`config.mk`:
```
export PLATFORM = sky130hd
export DESIGN_NAME = wave_issue_seq
export DESIGN_NICKNAME = d
export VERILOG_FILES = /design/src/rtl/wis_pkg.sv /design/src/rtl/wis_phase.sv /design/src/rtl/wis_seq.sv /design/src/rtl/wis_hold.sv /design/src/rtl/wis_half_sel.sv /design/src/rtl/wis_wb.sv /design/src/rtl/wave_issue_seq.sv
export SDC_FILE = /design/constraint.sdc
export NUM_CORES = 1
export LEC_CHECK = 0
export ABC_CLOCK_PERIOD_IN_PS = 2100
export BUFFER_PORTS_ARGS = -buffer_cell sky130_fd_sc_hd__buf_2
export CORE_AREA = 3 3 535 537
export CTS_CLUSTER_SIZE = 28
export DETAILED_ROUTE_END_ITERATION = 16
export DIE_AREA = 0 0 538 540
export SKIP_CTS_REPAIR_TIMING = 1
export SYNTH_ARGS = -nofsm -noshare
export SYNTH_HDL_FRONTEND = slang
export SYNTH_HIERARCHICAL = 1
export SYNTH_SLANG_ARGS = --single-unit
```
`constraint.sdc`:
```
create_clock -name clk_i -period 2.1 [get_ports clk_i]
set_input_delay 0.63 -clock clk_i [delete_from_list [all_inputs] [get_ports clk_i]]
set_output_delay 0.63 -clock clk_i [all_outputs]
set_load 0.03 [all_outputs]
```
`src/rtl/wis_pkg.sv`:
```
package wis_pkg;
  localparam int unsigned BEATS = 2;

  typedef enum logic {
    BEAT_LO = 1'b0,
    BEAT_HI = 1'b1
  } beat_e;
endpackage

```
`src/rtl/wis_phase.sv`:
```
module wis_phase (
  input  logic clk_i,
  input  logic rst_ni,
  output logic fe_o
);
  logic fe_q;

  // high in the first cycle after reset, then alternates
  always_ff @(posedge clk_i or negedge rst_ni) begin
    if (!rst_ni) fe_q <= 1'b1;
    else         fe_q <= ~fe_q;
  end

  assign fe_o = fe_q;
endmodule

```
`src/rtl/wis_seq.sv`:
```
module wis_seq
  import wis_pkg::*;
(
  input  logic  clk_i,
  input  logic  rst_ni,
  input  logic  acc_i,
  output logic  busy_o,
  output beat_e beat_o
);
  logic  busy_q, busy_d;
  beat_e beat_q, beat_d;

  always_comb begin
    busy_d = busy_q;
    beat_d = beat_q;
    if (busy_q && beat_q == BEAT_LO) begin
      beat_d = BEAT_HI;
    end else if (acc_i) begin
      busy_d = 1'b1;
      beat_d = BEAT_LO;
    end else begin
      busy_d = 1'b0;
      beat_d = BEAT_LO;
    end
  end

  always_ff @(posedge clk_i or negedge rst_ni) begin
    if (!rst_ni) begin
      busy_q <= 1'b0;
      beat_q <= BEAT_LO;
    end else begin
      busy_q <= busy_d;
      beat_q <= beat_d;
    end
  end

  assign busy_o = busy_q;
  assign beat_o = beat_q;
endmodule

```
`src/rtl/wis_hold.sv`:
```
module wis_hold #(
  parameter int unsigned OP_W    = 4,
  parameter int unsigned DST_W   = 5,
  parameter int unsigned THREADS = 32,
  parameter int unsigned DATA_W  = 16,
  localparam int unsigned OPND_W = THREADS * DATA_W
) (
  input  logic              clk_i,
  input  logic              rst_ni,
  input  logic              load_i,
  input  logic [OP_W-1:0]   op_i,
  input  logic [DST_W-1:0]  dst_i,
  input  logic [THREADS-1:0] mask_i,
  input  logic [OPND_W-1:0] opnd_i,
  output logic [OP_W-1:0]   op_o,
  output logic [DST_W-1:0]  dst_o,
  output logic [THREADS-1:0] mask_o,
  output logic [OPND_W-1:0] opnd_o
);
  always_ff @(posedge clk_i or negedge rst_ni) begin
    if (!rst_ni) begin
      op_o   <= '0;
      dst_o  <= '0;
      mask_o <= '0;
      opnd_o <= '0;
    end else if (load_i) begin
      op_o   <= op_i;
      dst_o  <= dst_i;
      mask_o <= mask_i;
      opnd_o <= opnd_i;
    end
  end
endmodule

```
`src/rtl/wis_half_sel.sv`:
```
module wis_half_sel
  import wis_pkg::*;
#(
  parameter int unsigned LANES  = 16,
  parameter int unsigned DATA_W = 16,
  localparam int unsigned THREADS = LANES * BEATS
) (
  input  beat_e                       beat_i,
  input  logic [THREADS-1:0]          mask_i,
  input  logic [THREADS*DATA_W-1:0]   opnd_i,
  output logic [LANES-1:0]            act_o,
  output logic [LANES*DATA_W-1:0]     opnd_o
);
  for (genvar l = 0; l < LANES; l++) begin : g_lane
    assign act_o[l] = (beat_i == BEAT_HI) ? mask_i[LANES+l] : mask_i[l];
    assign opnd_o[l*DATA_W +: DATA_W] = (beat_i == BEAT_HI)
        ? opnd_i[(LANES+l)*DATA_W +: DATA_W]
        : opnd_i[l*DATA_W +: DATA_W];
  end
endmodule

```
`src/rtl/wis_wb.sv`:
```
module wis_wb #(
  parameter int unsigned LANES  = 16,
  parameter int unsigned DATA_W = 16,
  parameter int unsigned DST_W  = 5
) (
  input  logic                     clk_i,
  input  logic                     rst_ni,
  input  logic                     vld_i,
  input  logic                     beat_i,
  input  logic [DST_W-1:0]         dst_i,
  input  logic [LANES-1:0]         act_i,
  input  logic [LANES*DATA_W-1:0]  res_i,
  output logic                     vld_o,
  output logic                     beat_o,
  output logic [DST_W-1:0]         dst_o,
  output logic [LANES-1:0]         en_o,
  output logic [LANES*DATA_W-1:0]  data_o
);
  always_ff @(posedge clk_i or negedge rst_ni) begin
    if (!rst_ni) begin
      vld_o  <= 1'b0;
      beat_o <= 1'b0;
      dst_o  <= '0;
      en_o   <= '0;
      data_o <= '0;
    end else begin
      vld_o  <= vld_i;
      beat_o <= beat_i;
      dst_o  <= dst_i;
      en_o   <= vld_i ? act_i : '0;
      data_o <= res_i;
    end
  end
endmodule

```
`src/rtl/wave_issue_seq.sv`:
```
module wave_issue_seq
  import wis_pkg::*;
#(
  parameter int unsigned LANES  = 16,
  parameter int unsigned DATA_W = 16,
  parameter int unsigned OP_W   = 4,
  parameter int unsigned DST_W  = 5,
  localparam int unsigned THREADS = LANES * BEATS
) (
  input  logic                        clk_i,
  input  logic                        rst_ni,
  output logic                        fe_en_o,
  input  logic                        instr_valid_i,
  output logic                        instr_ready_o,
  input  logic [OP_W-1:0]             instr_op_i,
  input  logic [DST_W-1:0]            instr_dst_i,
  input  logic [THREADS-1:0]          instr_mask_i,
  input  logic [THREADS*DATA_W-1:0]   instr_opnd_i,
  output logic                        alu_valid_o,
  output logic [OP_W-1:0]             alu_op_o,
  output logic                        beat_id_o,
  output logic                        wave_done_o,
  output logic [LANES-1:0]            lane_act_o,
  output logic [LANES*DATA_W-1:0]     lane_opnd_o,
  input  logic [LANES*DATA_W-1:0]     alu_res_i,
  output logic                        wr_valid_o,
  output logic                        wr_beat_o,
  output logic [DST_W-1:0]            wr_dst_o,
  output logic [LANES-1:0]            wr_en_o,
  output logic [LANES*DATA_W-1:0]     wr_data_o
);
  logic                      fe;
  logic                      acc;
  logic                      busy;
  beat_e                     beat;
  logic [DST_W-1:0]          dst_q;
  logic [THREADS-1:0]        mask_q;
  logic [THREADS*DATA_W-1:0] opnd_q;

  wis_phase i_phase (
    .clk_i  (clk_i),
    .rst_ni (rst_ni),
    .fe_o   (fe)
  );

  // seq only reaches a beat boundary on front-end cycles
  assign acc = instr_valid_i & fe;

  wis_seq i_seq (
    .clk_i  (clk_i),
    .rst_ni (rst_ni),
    .acc_i  (acc),
    .busy_o (busy),
    .beat_o (beat)
  );

  wis_hold #(
    .OP_W    (OP_W),
    .DST_W   (DST_W),
    .THREADS (THREADS),
    .DATA_W  (DATA_W)
  ) i_hold (
    .clk_i  (clk_i),
    .rst_ni (rst_ni),
    .load_i (acc),
    .op_i   (instr_op_i),
    .dst_i  (instr_dst_i),
    .mask_i (instr_mask_i),
    .opnd_i (instr_opnd_i),
    .op_o   (alu_op_o),
    .dst_o  (dst_q),
    .mask_o (mask_q),
    .opnd_o (opnd_q)
  );

  wis_half_sel #(
    .LANES  (LANES),
    .DATA_W (DATA_W)
  ) i_half (
    .beat_i (beat),
    .mask_i (mask_q),
    .opnd_i (opnd_q),
    .act_o  (lane_act_o),
    .opnd_o (lane_opnd_o)
  );

  wis_wb #(
    .LANES  (LANES),
    .DATA_W (DATA_W),
    .DST_W  (DST_W)
  ) i_wb (
    .clk_i  (clk_i),
    .rst_ni (rst_ni),
    .vld_i  (busy),
    .beat_i (beat == BEAT_HI),
    .dst_i  (dst_q),
    .act_i  (lane_act_o),
    .res_i  (alu_res_i),
    .vld_o  (wr_valid_o),
    .beat_o (wr_beat_o),
    .dst_o  (wr_dst_o),
    .en_o   (wr_en_o),
    .data_o (wr_data_o)
  );

  assign fe_en_o       = fe;
  assign instr_ready_o = fe;
  assign alu_valid_o   = busy;
  assign beat_id_o     = (beat == BEAT_HI);
  assign wave_done_o   = busy & (beat == BEAT_HI);
endmodule

```
-- Yosys cells after proc, flatten, opt, wreduce, memory -nomap -nowiden
Cells that the tools add are included.
- bitwise operators: 4
- divide/modulo/power cells: 0
- mux-type cells: 35
- $mul: 0
- $lt $le $gt $ge: 0
- add/subtract/negate cells: 0
- reduce and logical (&&, ||, !) cells: 1
- shift-type cells: 0
- equal/unequal tests: 0
- operator list (operator ; number):
    two-way mux 16 bit ; 17
    two-way mux 1 bit ; 18
    bitwise AND 1 bit ; 2
    NOT 1 bit ; 2
    logical AND 1 bit ; 1
- bits in registers: 835
- ROM bits: 0
- memory bits (writable): 0
- output and inout bits: 560
- memories: 0
- latch bits: 0

-- Logic depth before layout (Yosys ltp)
- word-level depth: 3
- gate-level depth with buffers: 6
- depth with buffers taken out: 2

-- Modules after synthesis
The synthesis kept the hierarchy.
- by module, submodules not included (module ; seq. area each (um^2) ; times used ; area each (um^2) ; cells an instance):
    wis_hold ; 13838.3 ; 1 ; 21139.0 ; 1168
    wis_wb ; 6981.7 ; 1 ; 7108.1 ; 296
    wis_half_sel ; 0.0 ; 1 ; 3597.2 ; 302
    wis_seq ; 50.0 ; 1 ; 70.1 ; 4
    wis_phase ; 26.3 ; 1 ; 30.0 ; 2
    wave_issue_seq ; 0.0 ; 1 ; 20.0 ; 3

-- Worst setup path before layout
OpenSTA, ideal clock, no wires.
- path kind: flip-flop to output port
- start: register i_seq.beat_q, in the netlist i_seq/beat_o
- end: output lane_opnd_o[100]
- cell stages (with the launch flop): 5
- setup slack: -6 ps
- data arrival time: 1476 ps
- cell sequence: dfrtp_1 buf_4 buf_6 buf_6 mux2_4
- longest elaborated chain between the ends: 1
- ends and longest elaborated chain (element ; line ; RTL):
    start: declaration ; wis_seq.sv:11 ; beat_e beat_q, beat_d;
    start signal: assignment ; wis_seq.sv:33 ; beat_q <= beat_d;
    two-way mux 16 bit ; wis_half_sel.sv:17 ; ? opnd_i[(LANES+l)*DATA_W +: DATA_W]
    end: declaration ; wave_issue_seq.sv:24 ; output logic [LANES*DATA_W-1:0] lane_opnd_o,
No other way between the ends.

-- Worst setup path after layout
- start: register i_seq.beat_q, in the netlist i_seq/beat_o
- end: output lane_opnd_o[219]
Same word-level chain as after synthesis.

==> key figures <==
Run status
  • Status: complete, but fails checks
  • Violations in the final reports: setup timing

Critical path
  • Worst setup SP type: register
  • Reg2Reg Launch Point: i_phase/fe_o$_DFF_PN1_
  • Critical path class: reg2out
  • CP startpoint: i_seq/beat_o$_DFF_PN0_
  • FF-to-FF End: i_hold/opnd_o[357]$_DFFE_PN0P_
  • Flop2flop setup slack: 210 ps
  • CP Max Fanout: 17
  • Data arrival, critical path: 2400 ps
  • Critical Path Sink Type: output pin
  • Reg2Reg Depth: 4
  • CP Capture Point: lane_opnd_o[219]
  • WP data required: ~1500 ps

Synth
  • Total nets after synthesis: approximately 2,600
  • Mapped Avg Cell Area: around 18 sq um
  • Post-synthesis sequential area ratio: 0.654
  • Syn Inst Count: 1,775
  • YS warnings: 6
  • Post-synth cell types: 12
  • Mapped Area: 32,000 sq um
  • FF+latch count, synth: roughly 840

Timing
  • FMAX: approximately 0.33 GHz
  • Final hold violation count: 0
  • Pins Over Slew Limit: 0
  • Final setup vio count: about 330
  • Worst slew pin tran: 591 ps
  • Final total negative setup slack: -220,140 ps
  • Worst relative slew slack: 0.606
  • Clk_skew: 74.1 ps
  • Post-layout min period: 3030 ps
  • Period utilisation layout: 1.44
  • Unrepaired setup endpoints after global routing: yes
  • Final setup margin: -928 ps

GRT
  • First-pass GRT wire length: ~260,000 microns
  • Vias in the first global route: between 20,000 and 25,000
  • Total global-route track usage: 0.135
  • GR Util met2: 0.225
  • Largest net degree at the start of global routing: 94
  • Initial antenna violation count: between 150 and 200
  • Grt met1 use: 0.150
  • Global route hottest layer: met2
  • GRT overflow: 0
  • Met3 usage: 0.0636

Worst hold path
  • HP Class: in2reg

Die
  • Initial Util: 0.113
  • Die area: 291,000 sq um
  • Die width: about 540 microns
  • Top-Level Pins: roughly 1,400
  • Core Footprint: 282,000 sq um
  • Die Height: roughly 540 microns
  • Row count: 195

Power and ir drop
  • VDD IR max: between 700 and 800 uV
  • Switching share of power: 0.363
  • Leak: roughly 24 nW
  • Power, Total: around 0.058 W
  • Clock power frac: 0.316
  • Flop pwr share: 0.328
  • Power share of the combinational group: 0.355
  • Net Switching: 0.0211 W
  • Internal power: 0.0371 W
  • Pwr/cell area: around 1100 nW/um^2

Route
  • Vias per cell: approximately 3.2
  • Initial DRC Count: between 1,000 and 1,500
  • Drt first pass iters: 5
  • DR DRC count: 0
  • Total Wirelength: 209,000 microns
  • Via Count: 24,600
  • Remaining antenna violation count: 0
  • Wire length per cell: ~28 microns

Layout
  • Share of layout cells above drive strength 1: 0.669
  • FF/Latch Area: roughly 21,000 sq um
  • Most common cell after layout, fill and taps aside: buf_2
  • Core Util, Final: 0.187
  • Area delta synth->final: 65.3%
  • Most frequent cells in the layout: buf_2, dfrtp_1, mux2_2
  • Area of the multi-input gates: ~10,000 sq um
  • Final-stage net count: between 4,000 and 5,000
  • # fillers: roughly 31,000

Clock network
  • Worst-path clk slew: roughly 70 ps
  • CTS tree: built
  • Root Driver: clkbuf_16
  • Clock Path Buffers: 4
  • Total clock sinks: about 840
  • CTS H-tree depth: 3
  • Clk_lat worst skew: a little over 800 ps
  • Number of buffers created by CTS: between 100 and 150

Place
  • Port Buffers: between 1,000 and 1,500
  • Gpl congestion: about 1
  • Post-DP HPWL: between 150,000 and 200,000 microns

Job
  • Max cap viols: 0
Yosys cell counts:
cell     number  area [sq um]
dfrtp_1     834         20900
inv_1         1          3.75
and2_1        6          37.5
and2_2       12          90.1
buf_2        52           260
buf_4        12          90.1
mux2_2      575          6470
mux2_4      250          3750
dfstp_2       1          26.3
or2_1         1          6.26
buf_6        30           338
nor2b_4       1          13.8
sequential cells by signal, summed over array words and instances, names as in the netlist:
signal / cells
i_hold/op_o: 4
i_seq/busy_o: 1
i_wb/beat_o: 1
i_hold/dst_o: 5
i_wb/data_o: 256
i_hold/opnd_o: 512
i_phase/fe_o: 1
i_wb/en_o: 16
i_hold/mask_o: 32
i_seq/beat_o: 1
i_wb/dst_o: 5
i_wb/vld_o: 1
how the worst min path moves through the flow:
stage | cells after the start | endpoint | slack, ps | from
5_1_grt | 2 | i_hold/opnd_o[195]$_DFFE_PN0P_ | -8 | instr_opnd_i[195]
3_3_place_gp | 0 | i_wb/dst_o[4]$_DFF_PN0_ | 370 | i_hold/dst_o[4]$_DFFE_PN0P_
6_report | 2 | i_hold/opnd_o[318]$_DFFE_PN0P_ | 60 | instr_opnd_i[318]
4_1_cts | 1 | i_wb/en_o[10]$_DFF_PN0_ | -400 | rst_ni
3_5_place_dp | 0 | i_wb/dst_o[1]$_DFF_PN0_ | 380 | i_hold/dst_o[1]$_DFFE_PN0P_
2_1_floorplan | 0 | i_hold/dst_o[0]$_DFFE_PN0P_ | 330 | rst_ni
kinds of logic after synthesis:
logic type / count (synthesis) / share of synthesized area
muxes: 825 / 0.320
buffers and inverters: 95 / 0.0216
DFF: 835 / 0.654
and+or+nand+nor: 20 / 0.00462
area by class of cell:
class	instances	area share
clock inverters	36	0.00741
diodes	74	0.00350
multi-input cells	845	0.198
well taps	3743	0.0886
flip-flops and latches	835	0.396
clock buffers	153	0.0585
repair buffers	1922	0.248
inverters	1	0.0000710
stage by stage:
stage                     hold slack, ps  area, sq um  std cells  setup slack, ps
after floorplan                      334        32000       1775              122
after global placement               374        44500       6935             -286
after detailed placement             378        44500       6935             -279
after CTS                           -396        48000       7124            -1200
after global routing               -7.61        52800       7577            -1000
final                               56.7        52800       7609             -928
per-layer routing:
metal  up-vias  routed length (microns)
met5         -                      657
met4       110                     9670
met3       471                    20500
met2      1418                    98200
met1     12400                    80300
li1      10200                        -
power by group through the flow:
stage	Clock, W	Combinational [W]	Sequential [W]
2_1_floorplan	0	0.0100	0.0192
3_3_place_gp	0	0.0187	0.0194
3_5_place_dp	0	0.0189	0.0194
4_1_cts	0.0192	0.0190	0.0191
5_1_grt	0.0197	0.0218	0.0193
6_report	0.0184	0.0207	0.0191
critical path, cell delays in order, from the launching register on:
cell     delay, ps
dfrtp_4        520
buf_16         170
buf_12         230
mux2_4         380
buf_2          210
(Power assumes the default switching activity.)
